==> src/rtl/mm_pkg.sv <==
package mm_pkg;
    typedef enum logic [1:0] {
        PH_IDLE = 2'd0,
        PH_STEP = 2'd1,
        PH_CONV = 2'd2,
        PH_WAIT = 2'd3
    } phase_e;
endpackage

==> src/rtl/mont_fa.sv <==
module mont_fa (
    input  logic a,
    input  logic b,
    input  logic ci,
    output logic s,
    output logic co
);
    assign s  = a ^ b ^ ci;
    assign co = (a & b) | (a & ci) | (b & ci);
endmodule

==> src/rtl/mont_pe.sv <==
// One bit slice: two full-adder levels compress s + c + x + y for one column.
module mont_pe (
    input  logic s_bit,
    input  logic c_bit,
    input  logic x_bit,
    input  logic y_bit,
    input  logic u_in,
    output logic u_out,
    output logic v_bit,
    output logic w_out
);
    logic t_bit;

    mont_fa u_fa_lo (.a(s_bit), .b(c_bit), .ci(x_bit), .s(t_bit), .co(u_out));
    mont_fa u_fa_hi (.a(t_bit), .b(u_in),  .ci(y_bit), .s(v_bit), .co(w_out));
endmodule

==> src/rtl/mont_cs_array.sv <==
// Linear row of slices; carries only move from slice j to slice j+1.
module mont_cs_array #(
    parameter int W = 18
) (
    input  logic [W-1:0] s_vec,
    input  logic [W-1:0] c_vec,
    input  logic [W-1:0] x_vec,
    input  logic [W-1:0] y_vec,
    output logic [W-1:0] v_vec,
    output logic [W-1:0] w_vec,
    output logic         top_ovf
);
    logic [W:0] u_chain;
    logic [W:0] w_chain;

    assign u_chain[0] = 1'b0;
    assign w_chain[0] = 1'b0;

    for (genvar j = 0; j < W; j++) begin : g_slice
        mont_pe u_pe (
            .s_bit (s_vec[j]),
            .c_bit (c_vec[j]),
            .x_bit (x_vec[j]),
            .y_bit (y_vec[j]),
            .u_in  (u_chain[j]),
            .u_out (u_chain[j+1]),
            .v_bit (v_vec[j]),
            .w_out (w_chain[j+1])
        );
    end

    assign w_vec   = w_chain[W-1:0];
    assign top_ovf = u_chain[W] | w_chain[W];
endmodule

==> src/rtl/mont_mul_systolic.sv <==
module mont_mul_systolic #(
    parameter int N = 16
) (
    input  logic         clk,
    input  logic         rst_n,
    input  logic         start,
    input  logic [N-1:0] a_in,
    input  logic [N-1:0] b_in,
    input  logic [N-1:0] m_in,
    output logic [N:0]   result,
    output logic         done
);
    import mm_pkg::*;

    localparam int W     = N + 2;
    localparam int LAT   = 2 * N + 11;
    localparam int CW    = $clog2(LAT + 1);
    localparam int LAST  = LAT - 1;

    typedef struct packed {
        logic          busy;
        logic          done;
        logic [CW-1:0] cnt;
        logic [N-1:0]  a;
        logic [N-1:0]  b;
        logic [N-1:0]  m;
        logic [N:0]    s;
        logic [N:0]    c;
        logic          cy;
        logic [N:0]    res;
    } st_t;

    st_t    st_q, st_d;
    phase_e ph;

    always_comb begin
        if (!st_q.busy)                    ph = PH_IDLE;
        else if (st_q.cnt < CW'(N))        ph = PH_STEP;
        else if (st_q.cnt <= CW'(2 * N))   ph = PH_CONV;
        else                               ph = PH_WAIT;
    end

    // Step operands: a_i gates B, the column parity picks the quotient bit.
    logic         a_bit, q_bit;
    logic [W-1:0] s_ext, c_ext, x_vec, y_vec, v_vec, w_vec;
    logic         top_ovf;

    assign a_bit = st_q.a[0];
    assign q_bit = st_q.s[0] ^ st_q.c[0] ^ (a_bit & st_q.b[0]);
    assign s_ext = {1'b0, st_q.s};
    assign c_ext = {1'b0, st_q.c};
    assign x_vec = a_bit ? {2'b00, st_q.b} : '0;
    assign y_vec = q_bit ? {2'b00, st_q.m} : '0;

    mont_cs_array #(.W(W)) u_array (
        .s_vec   (s_ext),
        .c_vec   (c_ext),
        .x_vec   (x_vec),
        .y_vec   (y_vec),
        .v_vec   (v_vec),
        .w_vec   (w_vec),
        .top_ovf (top_ovf)
    );

    // Serial resolution of the carry-save pair, LSB first.
    logic conv_bit, conv_cy;
    mont_fa u_fa_conv (
        .a  (st_q.s[0]),
        .b  (st_q.c[0]),
        .ci (st_q.cy),
        .s  (conv_bit),
        .co (conv_cy)
    );

    always_comb begin
        st_d      = st_q;
        st_d.done = 1'b0;
        unique case (ph)
            PH_IDLE: begin
                if (start) begin
                    st_d.busy = 1'b1;
                    st_d.cnt  = '0;
                    st_d.a    = a_in;
                    st_d.b    = b_in;
                    st_d.m    = m_in;
                    st_d.s    = '0;
                    st_d.c    = '0;
                    st_d.cy   = 1'b0;
                end
            end
            PH_STEP: begin
                st_d.cnt = st_q.cnt + 1'b1;
                st_d.a   = st_q.a >> 1;
                st_d.s   = v_vec[W-1:1];
                st_d.c   = w_vec[W-1:1];
            end
            PH_CONV: begin
                st_d.cnt = st_q.cnt + 1'b1;
                st_d.res = {conv_bit, st_q.res[N:1]};
                st_d.s   = st_q.s >> 1;
                st_d.c   = st_q.c >> 1;
                st_d.cy  = conv_cy;
            end
            PH_WAIT: begin
                st_d.cnt = st_q.cnt + 1'b1;
                if (st_q.cnt == CW'(LAST)) begin
                    st_d.busy = 1'b0;
                    st_d.done = 1'b1;
                end
            end
            default: ;
        endcase
    end

    always_ff @(posedge clk or negedge rst_n) begin
        if (!rst_n) st_q <= '0;
        else        st_q <= st_d;
    end

    assign result = st_q.res;
    assign done   = st_q.done;

    // the completion flag is a single-cycle pulse.
    p_done_pulse_r2: assert property (@(posedge clk) disable iff (!rst_n)
        st_q.done |=> !st_q.done);

    // a run keeps its operands and stays busy until its last count.
    p_busy_hold_r3: assert property (@(posedge clk) disable iff (!rst_n)
        (st_q.busy && st_q.cnt != CW'(LAST)) |=>
            (st_q.busy && $stable(st_q.m) && $stable(st_q.b)));

    // each step leaves an even sum and nothing past the top slice.
    p_no_overflow_r8: assert property (@(posedge clk) disable iff (!rst_n)
        (ph == PH_STEP) |-> (!top_ovf && !v_vec[0]));

    // the serial adder ends with no carry left over.
    p_conv_carry_r1: assert property (@(posedge clk) disable iff (!rst_n)
        (st_q.busy && st_q.cnt == CW'(2 * N + 1)) |-> !st_q.cy);

    // the delivered value stays under twice the modulus.
    p_bound_r1: assert property (@(posedge clk) disable iff (!rst_n)
        st_q.done |-> (st_q.res < {st_q.m, 1'b0}));

    // with no accepted start, the idle result does not move.
    p_hold_r7: assert property (@(posedge clk) disable iff (!rst_n)
        (!st_q.busy && !start) |=> $stable(st_q.res));
endmodule

==> config.mk <==
export PLATFORM = sky130hd
export DESIGN_NAME = mont_mul_systolic
export DESIGN_NICKNAME = d
export VERILOG_FILES = /design/src/rtl/mm_pkg.sv /design/src/rtl/mont_fa.sv /design/src/rtl/mont_pe.sv /design/src/rtl/mont_cs_array.sv /design/src/rtl/mont_mul_systolic.sv
export SDC_FILE = /design/constraint.sdc
export NUM_CORES = 1
export LEC_CHECK = 0
export ABC_AREA = 0
export ABC_CLOCK_PERIOD_IN_PS = 3200
export BUFFER_PORTS_ARGS = -buffer_cell sky130_fd_sc_hd__buf_2
export CAP_MARGIN = 5
export CORE_MARGIN = 1.5
export CORE_UTILIZATION = 45
export CTS_BUF_LIST = sky130_fd_sc_hd__clkbuf_16
export CTS_CLUSTER_DIAMETER = 120
export DETAILED_ROUTE_END_ITERATION = 6
export HOLD_SLACK_MARGIN = 0.15
export SYNTH_ARGS = -nofsm -noshare
export SYNTH_HDL_FRONTEND = slang
export SYNTH_SLANG_ARGS = --single-unit
==> constraint.sdc <==
create_clock -name clk -period 3.2 [get_ports clk]
set_input_delay 0.16 -clock clk [delete_from_list [all_inputs] [get_ports clk]]
set_output_delay 0.16 -clock clk [all_outputs]
set_load 0.005 [all_outputs]
; ---- Word level (Yosys, flattened, before mapping)
; Cells that the tools add are included.
[word_totals]
in_bits = 51
out_inout_bits = 18
word_cells = 285
regBits = 108
[op_classes]
muxes = 14
n_lt_le_gt_ge = 2
bitwise_logic = 241
reduce_logical = 11
addsub = 1
n_eq_ne = 6
[op_table]
columns = op, count
row1 = 34-bit case mux with 3 select lines, 1
row2 = 1-bit bitwise AND, 99
row3 = 89-bit two-way mux, 1
row4 = 1-bit OR, 68
row5 = 1-bit bitwise XOR, 66
row6 = 16-bit two-way mux, 2
row7 = 16-bit case mux with 2 select lines, 1
row8 = 6-bit case mux with 2 select lines, 1
row9 = 2-bit AND reduction, 4
row10 = 6-bit by 1-bit adder with 6-bit output (second input constant), 1
row11 = 6-bit == test (second input constant), 1
row12 = 6-bit <= comparator (second input constant), 1
row13 = 6-bit by 5-bit less-than comparator with 1-bit output (second input constant), 1
row14 = 2-bit two-way mux, 3
row15 = 2-bit nonzero test, 3
row16 = 1-bit bitwise AND (second input constant), 4
row17 = 2-bit == test (second input constant), 2
row18 = 2-bit != test (second input constant), 2
row19 = 1-bit case mux with 2 select lines, 2
row20 = 1-bit two-way mux, 3
row21 = 3-bit AND reduction, 1
row22 = 3-bit nonzero test, 1
row23 = 3-bit OR reduction, 1
row24 = 1-bit bitwise XOR (second input constant), 3
row25 = 3 further kinds, 3

; ---- Logic depth before layout (Yosys ltp)
[logic_depth]
ltp_word = 8
mapped_depth = 11
depth_no_buf = 8

; ---- By module
; A second synthesis with hierarchy kept.
[unflattened]
cells_unflattened = 505
hier_area_um2 = 5964.5
[modules_own_cells]
columns = mod, area_each_um2, instances, cells_each, seq_area_each_um2
row1 = mont_mul_systolic, 5078.6, 1, 448, 2702.6
row2 = mont_fa, 20.0, 37, 1, 0.0
row3 = mont_cs_array, 145.1, 1, 20, 0.0

; ---- Worst setup path before layout
; No wires, ideal clock.
[synth_path]
path_kind = register -> register
startpoint = reg st_q (netlist bit a_bit)
endpoint = reg st_q (netlist bit s_ext[3])
period_less_slack_ps = 2358
t_arrival_ps = 2263
path_slack_ps = 842
path_stages_with_launch = 10
path_buffers = 2
setup_ps = 95
t_required_ps = 3105
path_cell_list = dfrtp_1 clkbuf_1 nand2_1 fa_1 clkbuf_1 nand2b_1 fa_1 inv_1 a22oi_1 o31ai_1
[synth_via]
elab_chain_len = 7
elab_cells_between_ends = 12
cone_classes = mux (3) / bitwise (9)
[synth_lines]
columns = item, line_no
row1 = start: declaration, mont_mul_systolic.sv:33  ; st_t st_q, st_d;
row2 = start signal: assignment, mont_mul_systolic.sv:117  ; else st_q <= st_d;
row3 = 16-bit two-way mux, mont_mul_systolic.sv:52  ; assign x_vec = a_bit ? {2'b00, st_q.b} : '0;
row4 = 1-bit bitwise AND, mont_fa.sv:9  ; assign co = (a & b) | (a & ci) | (b & ci);
row5 = 1-bit OR (2 in series), mont_fa.sv:9
row6 = 1-bit bitwise XOR, mont_fa.sv:8  ; assign s = a ^ b ^ ci;
row7 = 1-bit bitwise XOR (*), mont_fa.sv:8
row8 = 34-bit case mux with 3 select lines (*), mont_mul_systolic.sv:78  ; unique case (ph)
; Mark *: on every way between the ends. The rest lies on a longest branch, timed or not.
; A chain may end at the register's enable or synchronous reset.

; ---- Final worst setup path
[layout_path]
startpoint = reg st_q[102] (netlist bit)
endpoint = reg st_q (netlist bit s_ext[16])
[layout_via]
elab_chain_len = 7
elab_cells_between_ends = 12
cone_classes = order compare (2) / eq/ne (3) / mux (4) / reduce/logical (3)
[layout_lines]
columns = item, line_no
row1 = 6-bit <= comparator, mont_mul_systolic.sv:39  ; else if (st_q.cnt <= CW'(2 * N)) ph = PH_CONV;
row2 = 1-bit two-way mux, mont_mul_systolic.sv:39
row3 = 2-bit two-way mux (*), mont_mul_systolic.sv:38  ; else if (st_q.cnt < CW'(N)) ph = PH_STEP;
row4 = 2-bit two-way mux (*), mont_mul_systolic.sv:37  ; if (!st_q.busy) ph = PH_IDLE;
row5 = 2-bit == test (tied with other cells), mont_mul_systolic.sv:78
row6 = 3-bit nonzero test (no line) or 2-bit != test (tied branches), -
row7 = 2-bit AND reduction (no line), -
; Marked as above.

==> reports/results.tsv <==
metric	value	unit
avgSynthCellArea	10.83	um^2
leakage	3.153	nW
grt_antenna_before_repair	0	
syn_inst	565	
drt_iter0_markers	268	
die_h	119.6	um
ctsResizeCount	0	
power.density	912.3	nW/um^2
clkTransAtPathRegs	0.07	ns
status	finished, final reports clean	
tightest_slew	0.6724	ns
fin_skew	0.01104	ns
io_pins	69	
finalCriticalPeriod	2.721	ns
min_path_type	primary input to flip-flop	
final_common_cell	dfrtp_1	
grt_pass1_vias	4345	
maxSlewViolCount	0	
place_hpwl	8.117	mm
yosys-top-cells-area	dfrtp_1, fa_1, mux2_2	
drcViolationCount	0	
critPathCaptureType	flip-flop	
via_per_inst	5.250	
final_cell_mix	dfrtp_1, inv_1, buf_2	
clkSinkCount	108	
num_vias	4268	
ys_types	35	
die-area	14310	um^2
synth-seq-area-share	44.16	%
htree_levels	3	
ys_ff_latch	108	
worst-path-max-fanout	34	
clk_latency	0.36	ns
numCtsBuffers	9	
grt_overflow_total	0	
stdcell_count	813	
peakVddDrop	701.0	uV
die_width	119.6	um
rows	42	
port_buffers	68	
cts-root-buf	clkbuf_16	
synth_top_area_share	44.16	%
final_hold_viol_count	0	
initial_core_util	46.21	%
period_share	85.02	%
cp.arrival	2.94	ns
criticalPathCategory	flip-flop to flip-flop	
drive_above_1_share	23.39	%
ys_warn_count	0	
fillers	1229	
netlist_area	6120	um^2
fmax	367.6	MHz
core-area	13240	um^2
setup_viol	0	
layout.nets	726	
rsz0062_at_grt	false	
dp.cells	763	
wl_per_cell	15.29	um
grt_pass1_wl	21.17	mm
syn_nets	659	
tritoncts	built	
ant_nets	0	
drt-pass1-iter-count	5	
grtUsageTotal	18.47	%
finalWeightedCongestion	0.7883	
slew_headroom	55.17	%
syn2layout_area_growth	16.60	%
setup-tns-final	0	ns
cp-start-kind	flip-flop	
grt_max_degree	60	
yosys.area.top_type	dfrtp_1	
crit_required	3.42	ns
ctsLongestPathBuffers	2	
drv_cap	0	
postRouteWirelength	12.43	mm
antenna_cells	0	
## where the power goes
| group | switching (mW) | internal, mW |
|---|---|---|
| sequential | 0.272 | 1.80 |
| clock | 0.526 | 0.700 |
| combinational | 1.95 | 1.26 |
## timing repair
action / in CTS / in global routing
hold endpoints to repair: 82 / 0
endpoints found under the setup margin: 0 / 0
hold buffers: 34 / 0
setup buffers: 0 / 0
## cells in the mapped netlist
cell type / n
o21ai_0: 43
a22oi_1: 31
nor2_1: 2
o21bai_1: 1
inv_1: 72
nand2b_1: 30
a31oi_1: 1
fa_1: 32
buf_2: 9
nand3b_1: 2
a22o_1: 1
a221o_1: 15
mux2i_1: 3
nand2_2: 1
clkbuf_1: 26
nand3_1: 18
buf_4: 19
and4_1: 1
dfrtp_1: 108
and3_1: 1
nor2b_4: 1
o31ai_1: 31
a21oi_1: 14
nand2_1: 26
nor4_1: 1
mux2_2: 49
nor2b_2: 1
ha_1: 11
nor3_1: 1
xnor2_1: 3
nor3b_1: 2
or2_1: 1
nor2b_1: 2
o2bb2ai_1: 1
buf_6: 5
## state kept, by name, summed over array words and instances, names as in the netlist
register,count
s_ext,17
result,17
a_bit,1
c_ext,17
done,1
st_q,55
## final cells by class
class,count,area (um^2),area share (%)
multi-input cells,326,2805,39.31
flip-flops and latches,108,2703,37.87
repair buffers,115,805.8,11.29
inverters,72,270.3,3.787
clock buffers,9,225.2,3.156
well taps,176,220.2,3.086
clock inverters,7,106.4,1.490
## per-stage QoR
| step | setup slack [ns] | area, um^2 | util (%) | total power [mW] | hold WS [ns] |
|---|---|---|---|---|---|
| floorplan | 0.8416 | 6120 | - | 4.628 | -0.1356 |
| detailed placement | 0.5279 | 6464 | 48.81 | 5.310 | 0.2333 |
| finish | 0.4794 | 7136 | 53.88 | 6.510 | 0.2275 |
| CTS | 0.4879 | 7136 | 53.88 | 6.610 | 0.2162 |
| global route | 0.1402 | 7136 | 53.88 | 7.058 | 0.2352 |
| global placement | 0.6062 | 6464 | 48.81 | 5.227 | 0.2332 |
## worst max-delay path, stage by stage, from the launching register on
cell and delay [ns]:
dfrtp_1 0.42, nor3b_1 0.29, nand3_1 0.15, nand3_1 0.16, ha_1 0.43, nor2b_4 0.46, or2_1 0.16, buf_4 0.36
o21ai_0 0.16
## layer usage
| layer | global-route usage (%) | up-vias | wire length (um) |
|---|---|---|---|
| li1 | - | 2035 | - |
| met1 | 24.79 | 2127 | 5595 |
| met2 | 30.46 | 100 | 6215 |
| met3 | 4.753 | 6 | 535 |
| met4 | 3.869 | 0 | 82 |
| met5 | 0 | - | 0 |
## path summary, 6_finish.rpt
kind / cells after the start / endpoint / slack, ns / from
max: 8 / s_ext[16]$_DFFE_PN0P_ / 0.48 / st_q[102]$_DFFE_PN0P_
max reg2reg: 8 / s_ext[16]$_DFFE_PN0P_ / 0.48 / st_q[102]$_DFFE_PN0P_
min: 4 / st_q[92]$_DFFE_PN0P_ / 0.23 / a_in[8]
min in group asynchronous: 2 / st_q[99]$_DFFE_PN0P_ / 0.38 / rst_n
min reg2reg: 1 / result[0]$_DFFE_PN0N_ / 0.50 / result[0]$_DFFE_PN0N_
max in group asynchronous: 3 / st_q[71]$_DFFE_PN0P_ / 2.07 / rst_n
## kinds of logic (layout without fill, tap and decap cells)
| kind of cell | after synthesis | count (layout) | synth area share (%) |
|---|---|---|---|
| AO/OA/AOI/OAI | 138 | 138 | 15.23 |
| XOR/XNOR | 3 | 3 | 0.4294 |
| adder cells (fa/ha/maj) | 43 | 43 | 12.72 |
| buffers and inverters | 131 | 203 | 9.998 |
| flip-flops | 108 | 108 | 44.16 |
| multiplexers | 52 | 52 | 9.507 |
| AND/OR/NAND/NOR | 90 | 90 | 7.953 |
(Power assumes the default switching activity.)
